$ cat config.mk
export PLATFORM = sky130hd
export DESIGN_NAME = blkdma_engine
export DESIGN_NICKNAME = d
export VERILOG_FILES = /design/src/rtl/blkdma_pkg.sv /design/src/rtl/blkdma_regs.sv /design/src/rtl/blkdma_walker.sv /design/src/rtl/blkdma_fsm.sv /design/src/rtl/blkdma_engine.sv
export SDC_FILE = /design/constraint.sdc
export NUM_CORES = 1
export LEC_CHECK = 0
export BUFFER_PORTS_ARGS = -buffer_cell sky130_fd_sc_hd__buf_2
export CAP_MARGIN = 20
export CELL_PAD_IN_SITES_DETAIL_PLACEMENT = 0
export CELL_PAD_IN_SITES_GLOBAL_PLACEMENT = 1
export CORE_UTILIZATION = 42
export DETAILED_ROUTE_END_ITERATION = 10
export HOLD_SLACK_MARGIN = 0.15
export PLACE_DENSITY = 0.94
export SYNTH_ARGS = -nofsm -noshare
export SYNTH_HDL_FRONTEND = slang
export SYNTH_SLANG_ARGS = --single-unit
$ cat constraint.sdc
create_clock -name clk -period 4.4 [get_ports clk]
set_clock_uncertainty 0.15 [all_clocks]
set_input_delay 0.66 -clock clk [delete_from_list [all_inputs] [get_ports clk]]
set_output_delay 0.66 -clock clk [all_outputs]
set_load 0.05 [all_outputs]
$ cat src/rtl/blkdma_pkg.sv
package blkdma_pkg;

    typedef enum logic [2:0] {
        ST_IDLE,
        ST_ARM,
        ST_RD_MOVE,
        ST_WR_FETCH,
        ST_WR_LATCH,
        ST_WR_SEND
    } dma_state_e;

    localparam int RA_W = 2;
    localparam logic [RA_W-1:0] REG_STATUS = 2'd0;
    localparam logic [RA_W-1:0] REG_CTRL   = 2'd1;
    localparam logic [RA_W-1:0] REG_BLOCK  = 2'd2;
    localparam logic [RA_W-1:0] REG_MADDR  = 2'd3;

    localparam int CMD_READ  = 1;
    localparam int CMD_WRITE = 2;
    localparam int READY_BIT = 15;

endpackage

$ cat src/rtl/blkdma_regs.sv
module blkdma_regs
    import blkdma_pkg::*;
#(
    parameter int DATA_W = 16,
    parameter int ADDR_W = 16,
    parameter int BLK_W  = 16
) (
    input  logic              clk,
    input  logic              rst_n,
    input  logic              cpu_sel,
    input  logic              cpu_we,
    input  logic [RA_W-1:0]   cpu_addr,
    input  logic [DATA_W-1:0] cpu_wdata,
    output logic [DATA_W-1:0] cpu_rdata,
    input  logic              busy,
    output logic [BLK_W-1:0]  blk_o,
    output logic [ADDR_W-1:0] maddr_o,
    output logic              launch_o,
    output logic              launch_wr_o
);

    logic ctrl_wr;
    logic is_rd_cmd;
    logic is_wr_cmd;

    assign ctrl_wr   = cpu_sel && cpu_we && (cpu_addr == REG_CTRL);
    assign is_rd_cmd = (cpu_wdata == DATA_W'(CMD_READ));
    assign is_wr_cmd = (cpu_wdata == DATA_W'(CMD_WRITE));

    // doorbell only when idle and the command is valid
    assign launch_o    = ctrl_wr && !busy && (is_rd_cmd || is_wr_cmd);
    assign launch_wr_o = is_wr_cmd;

    always_ff @(posedge clk or negedge rst_n) begin
        if (!rst_n) begin
            blk_o   <= '0;
            maddr_o <= '0;
        end else if (cpu_sel && cpu_we) begin
            if (cpu_addr == REG_BLOCK) blk_o   <= cpu_wdata[BLK_W-1:0];
            if (cpu_addr == REG_MADDR) maddr_o <= cpu_wdata[ADDR_W-1:0];
        end
    end

    always_comb begin
        cpu_rdata = '0;
        unique case (cpu_addr)
            REG_STATUS: cpu_rdata[READY_BIT]    = !busy;
            REG_CTRL:   cpu_rdata               = '0;
            REG_BLOCK:  cpu_rdata[BLK_W-1:0]    = blk_o;
            REG_MADDR:  cpu_rdata[ADDR_W-1:0]   = maddr_o;
            default:    cpu_rdata               = '0;
        endcase
    end

endmodule

$ cat src/rtl/blkdma_walker.sv
module blkdma_walker #(
    parameter int ADDR_W = 16,
    parameter int BLK_W  = 16,
    parameter int WORDS  = 256
) (
    input  logic              clk,
    input  logic              rst_n,
    input  logic              load,
    input  logic              step,
    input  logic [BLK_W-1:0]  blk_i,
    input  logic [ADDR_W-1:0] maddr_i,
    output logic [BLK_W-1:0]  blk_o,
    output logic [ADDR_W-1:0] addr_o,
    output logic              last_o
);

    localparam int CNT_W = (WORDS > 1) ? $clog2(WORDS) : 1;

    logic [CNT_W-1:0] cnt_q;

    always_ff @(posedge clk or negedge rst_n) begin
        if (!rst_n) begin
            blk_o  <= '0;
            addr_o <= '0;
            cnt_q  <= '0;
        end else if (load) begin
            blk_o  <= blk_i;
            addr_o <= maddr_i;
            cnt_q  <= '0;
        end else if (step) begin
            addr_o <= addr_o + ADDR_W'(1);
            cnt_q  <= cnt_q + CNT_W'(1);
        end
    end

    assign last_o = (cnt_q == CNT_W'(WORDS - 1));

endmodule

$ cat src/rtl/blkdma_fsm.sv
module blkdma_fsm
    import blkdma_pkg::*;
#(
    parameter int DATA_W = 16
) (
    input  logic              clk,
    input  logic              rst_n,
    input  logic              launch,
    input  logic              launch_wr,
    input  logic              last,
    input  logic              sto_in_valid,
    input  logic              sto_out_ready,
    input  logic [DATA_W-1:0] mem_rdata,
    output logic              busy,
    output logic              step,
    output logic              sto_start,
    output logic              sto_dir,
    output logic              sto_in_ready,
    output logic              sto_out_valid,
    output logic [DATA_W-1:0] sto_out_data,
    output logic              mem_en,
    output logic              mem_we
);

    dma_state_e state_q, state_d;
    logic       dir_q;
    logic [DATA_W-1:0] hold_q;

    // state register
    always_ff @(posedge clk or negedge rst_n) begin
        if (!rst_n) begin
            state_q <= ST_IDLE;
        end else begin
            state_q <= state_d;
        end
    end

    always_ff @(posedge clk or negedge rst_n) begin
        if (!rst_n) begin
            dir_q  <= 1'b0;
            hold_q <= '0;
        end else begin
            if (state_q == ST_IDLE && launch) dir_q  <= launch_wr;
            if (state_q == ST_WR_LATCH)       hold_q <= mem_rdata;
        end
    end

    // next state
    always_comb begin
        state_d = state_q;
        unique case (state_q)
            ST_IDLE:     if (launch) state_d = ST_ARM;
            ST_ARM:      state_d = dir_q ? ST_WR_FETCH : ST_RD_MOVE;
            ST_RD_MOVE:  if (sto_in_valid && last) state_d = ST_IDLE;
            ST_WR_FETCH: state_d = ST_WR_LATCH;
            ST_WR_LATCH: state_d = ST_WR_SEND;
            ST_WR_SEND:  if (sto_out_ready) state_d = last ? ST_IDLE : ST_WR_FETCH;
            default:     state_d = ST_IDLE;
        endcase
    end

    // outputs
    always_comb begin
        busy          = 1'b1;
        step          = 1'b0;
        sto_start     = 1'b0;
        sto_in_ready  = 1'b0;
        sto_out_valid = 1'b0;
        mem_en        = 1'b0;
        mem_we        = 1'b0;
        unique case (state_q)
            ST_IDLE:     busy = 1'b0;
            ST_ARM:      sto_start = 1'b1;
            ST_RD_MOVE: begin
                sto_in_ready = 1'b1;
                mem_en       = sto_in_valid;
                mem_we       = sto_in_valid;
                step         = sto_in_valid;
            end
            ST_WR_FETCH: mem_en = 1'b1;
            ST_WR_LATCH: ;
            ST_WR_SEND: begin
                sto_out_valid = 1'b1;
                step          = sto_out_ready;
            end
            default:     busy = 1'b0;
        endcase
    end

    assign sto_dir      = dir_q;
    assign sto_out_data = hold_q;

    p_hold_out_r10: assert property (@(posedge clk) disable iff (!rst_n)
        (sto_out_valid && !sto_out_ready) |=> (sto_out_valid && $stable(sto_out_data)));

    p_mem_quiet_idle_r1: assert property (@(posedge clk) disable iff (!rst_n)
        !busy |-> !mem_en);

    p_done_idle_r6: assert property (@(posedge clk) disable iff (!rst_n)
        (step && last) |=> !busy);

endmodule

$ cat src/rtl/blkdma_engine.sv
module blkdma_engine
    import blkdma_pkg::*;
#(
    parameter int DATA_W = 16,
    parameter int ADDR_W = 16,
    parameter int BLK_W  = 16,
    parameter int WORDS  = 256
) (
    input  logic              clk,
    input  logic              rst_n,
    input  logic              cpu_sel,
    input  logic              cpu_we,
    input  logic [RA_W-1:0]   cpu_addr,
    input  logic [DATA_W-1:0] cpu_wdata,
    output logic [DATA_W-1:0] cpu_rdata,
    output logic              mem_en,
    output logic              mem_we,
    output logic [ADDR_W-1:0] mem_addr,
    output logic [DATA_W-1:0] mem_wdata,
    input  logic [DATA_W-1:0] mem_rdata,
    output logic              sto_start,
    output logic              sto_dir,
    output logic [BLK_W-1:0]  sto_blk,
    input  logic              sto_in_valid,
    output logic              sto_in_ready,
    input  logic [DATA_W-1:0] sto_in_data,
    output logic              sto_out_valid,
    input  logic              sto_out_ready,
    output logic [DATA_W-1:0] sto_out_data
);

    logic              busy;
    logic              launch;
    logic              launch_wr;
    logic              step;
    logic              last;
    logic [BLK_W-1:0]  blk_reg;
    logic [ADDR_W-1:0] maddr_reg;

    blkdma_regs #(.DATA_W(DATA_W), .ADDR_W(ADDR_W), .BLK_W(BLK_W)) regs_i (
        .clk        (clk),
        .rst_n      (rst_n),
        .cpu_sel    (cpu_sel),
        .cpu_we     (cpu_we),
        .cpu_addr   (cpu_addr),
        .cpu_wdata  (cpu_wdata),
        .cpu_rdata  (cpu_rdata),
        .busy       (busy),
        .blk_o      (blk_reg),
        .maddr_o    (maddr_reg),
        .launch_o   (launch),
        .launch_wr_o(launch_wr)
    );

    blkdma_walker #(.ADDR_W(ADDR_W), .BLK_W(BLK_W), .WORDS(WORDS)) walk_i (
        .clk    (clk),
        .rst_n  (rst_n),
        .load   (launch),
        .step   (step),
        .blk_i  (blk_reg),
        .maddr_i(maddr_reg),
        .blk_o  (sto_blk),
        .addr_o (mem_addr),
        .last_o (last)
    );

    blkdma_fsm #(.DATA_W(DATA_W)) fsm_i (
        .clk          (clk),
        .rst_n        (rst_n),
        .launch       (launch),
        .launch_wr    (launch_wr),
        .last         (last),
        .sto_in_valid (sto_in_valid),
        .sto_out_ready(sto_out_ready),
        .mem_rdata    (mem_rdata),
        .busy         (busy),
        .step         (step),
        .sto_start    (sto_start),
        .sto_dir      (sto_dir),
        .sto_in_ready (sto_in_ready),
        .sto_out_valid(sto_out_valid),
        .sto_out_data (sto_out_data),
        .mem_en       (mem_en),
        .mem_we       (mem_we)
    );

    assign mem_wdata = sto_in_data;

    p_doorbell_r3: assert property (@(posedge clk) disable iff (!rst_n)
        launch |=> (busy && sto_start));

    p_no_relaunch_r7: assert property (@(posedge clk) disable iff (!rst_n)
        busy |-> !launch);

endmodule

==> metrics <==
FF-to-FF path depth=6; Int Pwr=0.001341 W; RSZ-0062 raised after global routing=false; top cells by count, synth=dfrtp_1 (92), nand2_1 (72), mux2_2 (49), nor2_1 (20), buf_4 (17); switching share of power=0.2826; Netlist Area Pre-Place=4444 um2; Slew Viols, Final=0; Required @ worst endpoint=3.59 ns; Switch Pwr=0.0005283 W; startpoint types=input port; crit-path cells=buf_2 -> mux2_2 -> a22o_1 -> buf_2; Remaining Overflow, GRT=0; worst slack at placement=1.554 ns; met2 Usage GRT=0.3212; Final Util=0.5061; status=finished clean; reg-to-reg startpoint=fsm_i.state_q[0]; number of post-CTS setup repair buffers=0; TNS Setup=0 ns; share of the synthesized area in the top cell type=0.5180; Hold Path Class=in2async; antenna violations before repair=0; syn_area_per_cell=10.87 um2; GR Layer Usage met1=0.2591; Final Hold Fails=0; Die W=104.9 um; clock root cell=clkbuf_8; Post-CTS Hold Fix Bufs=0; layout cells sized above 1=0.3710; clk_lat worst skew=0.36 ns; final-stage net count=557; Yosys cell types=49; post-cts resize count=0; CTS Sinks=92; Reg power frac=0.517; CP arrival=1.99 ns; R2R Path End=walk_i.addr_o[0]; crit path capture=cpu_rdata[15]; die area=11000 um2; Port Buf Inserts=109; routed vias=3327; TritonCTS buffer count=9; most frequent cell after synthesis=dfrtp_1; H-tree Lvls=3; clock network power share=0.343; GRT Overall Usage=0.1953; Seq cells post-synth=92; YS warnings=0; Peak VDD IR=209.1 uV; combinational power share=0.140; Fmax=0.3576 GHz; async set-or-reset flop fraction in the synthesized netlist=1.000; CP max stage cell=buf_2; slew margin rel.=0.3330; CP Depth=4; top cells by area, synth=dfrtp_1 (52%), mux2_2 (12%), nand2_1 (6.1%), mux2i_1 (3.6%), buf_4 (2.9%); reg2reg setup slack=1.99 ns; Finish-stage setup viols=0; IO Count=142; Iter 0 DRT Violations=252; vias in the first global route=3327; gr busiest metal=met2; clock slew at reported path FFs=0.10 ns; Worst Path Max Fanout=20; Crit path max-delay family=buffers and inverters; Core Region=10280 um2; drt drc=0; Placement Rows=37; post-DP HPWL=7383 um; WL/cell=15.97 um; Post-synth EDFFs=0; fin crit period=2.797 ns; largest net degree at the start of global routing=66; drt pass-1 iters=4; drt total wl=10220 um; sequential cell area fraction in the yosys report=0.5180; Starting Density=0.4324; worst setup margin=1.603 ns; Vias per Instance=5.198; max_cap viols=0; leakage power=2.684 nW; most used cell, CP=buf_2; cell count after synthesis=409; met3 usage=0.04554; kind of critical path=in2out; ant diodes=0; worst-margin pin slew=0.9952 ns; DRT antenna net count=0; Placer Congestion=0.7590; deepest clock path buffer count=2; TritonCTS clock tree=yes; Buf+Inv Stages, Crit Path=2; post-synth top area cell=dfrtp_1; Power Density=359.4 nW/um2; dominant synthesized flop cell=dfrtp_1; Area growth, synth to finish=17.03%; fin crit share=0.6356; Critical Path Start=cpu_addr[0]; first-pass GRT wire length=16890 um; Die Ht=104.9 um; syn nets=467; endpoint class of the critical path=primary output; max incr delay on CP=0.46 ns
==> cell usage in the layout, fill, tap and decap left out, types with 6 or more instances in the layout <==
master and instances:
a21oi_1 6, dfrtp_1 92, xnor2_1 8, clkbuf_8 9
nor2_1 20, nand3_1 11, inv_1 6, o21ai_0 14
nor3_1 9, buf_2 108, nand2_1 72, mux2i_1 16
mux2_2 49, nor2b_1 15
==> power groups by stage <==
stage	Sequential (W)	Combinational, W	Clock, W
after floorplan	0.000961	0.000225	0
after global placement	0.000977	0.000257	0
after detailed placement	0.000983	0.000263	0
after CTS	0.000966	0.000266	0.000657
after global routing	0.000975	0.000282	0.000704
final	0.000966	0.000262	0.000641
==> cell families (layout without fill, tap and decap cells) <==
family                   after synthesis  in the layout  synth area share
adder cells (fa/ha/maj)                2              2          0.005630
flip-flops                            92             92            0.5180
multiplexers                          66             66            0.1627
XOR/XNOR                              13             13           0.02562
AND/OR/NAND/NOR                      155            155            0.1698
buffers and inverters                 42            137           0.05687
AO/OA/AOI/OAI                         39             39           0.06137
==> final cells by class <==
| type | count | area, um2 |
|---|---|---|
| Clock buffer | 10 | 127.6 |
| Multi-Input combinational cell | 275 | 1889 |
| Sequential cell | 92 | 2302 |
| Clock inverter | 6 | 96.34 |
| Timing Repair Buffer | 114 | 589.3 |
| Tap cell | 136 | 170.2 |
| Fill cell | 975 | 5076 |
| Inverter | 7 | 26.28 |
==> worst reg2reg max path, delay by kind of cell (launching register included) <==
kind,cells,cell delay [ns]
and+or+nand+nor,3,0.90
DFF,1,0.54
AOI/OAI and AO/OA,2,0.38
buffers and inverters,1,0.38
==> worst min path at each step <==
stage,start,end,slack (ns),cells past startpoint
after CTS,rst_n,regs_i.blk_o[8],0.26,1
final,rst_n,regs_i.blk_o[10],0.22,1
after detailed placement,walk_i.blk_o[4],walk_i.blk_o[4],0.30,2
after floorplan,rst_n,fsm_i.state_q[0],0.21,0
after global routing,rst_n,regs_i.blk_o[10],0.27,1
after global placement,walk_i.blk_o[10],walk_i.blk_o[10],0.31,2
==> state kept, by name (all words and copies together) (netlist names) <==
name,cells
regs_i.blk_o,16
fsm_i.sto_out_data,16
fsm_i.sto_dir,1
walk_i.cnt_q,8
regs_i.maddr_o,16
walk_i.blk_o,16
fsm_i.state_q,3
walk_i.addr_o,16
==> metrics by stage <==
stage / area (um2) / power [W] / std cells / hold WS (ns)
after floorplan: 4444 / 0.001186 / 409 / 0.2144
after global placement: 4966 / 0.001235 / 623 / 0.3051
after detailed placement: 4966 / 0.001246 / 623 / 0.3032
after CTS: 5190 / 0.001889 / 639 / 0.2635
after global routing: 5201 / 0.001960 / 640 / 0.2745
final: 5201 / 0.001869 / 640 / 0.2225
==> layer usage <==
| layer | wire (um) | share of wire |
|---|---|---|
| met5 | 0 | 0 |
| met3 | 534 | 0.052 |
| met2 | 4896 | 0.48 |
| met1 | 4704 | 0.46 |
| met4 | 83 | 0.0081 |
No activity file was read; power rests on OpenSTA's default activity.
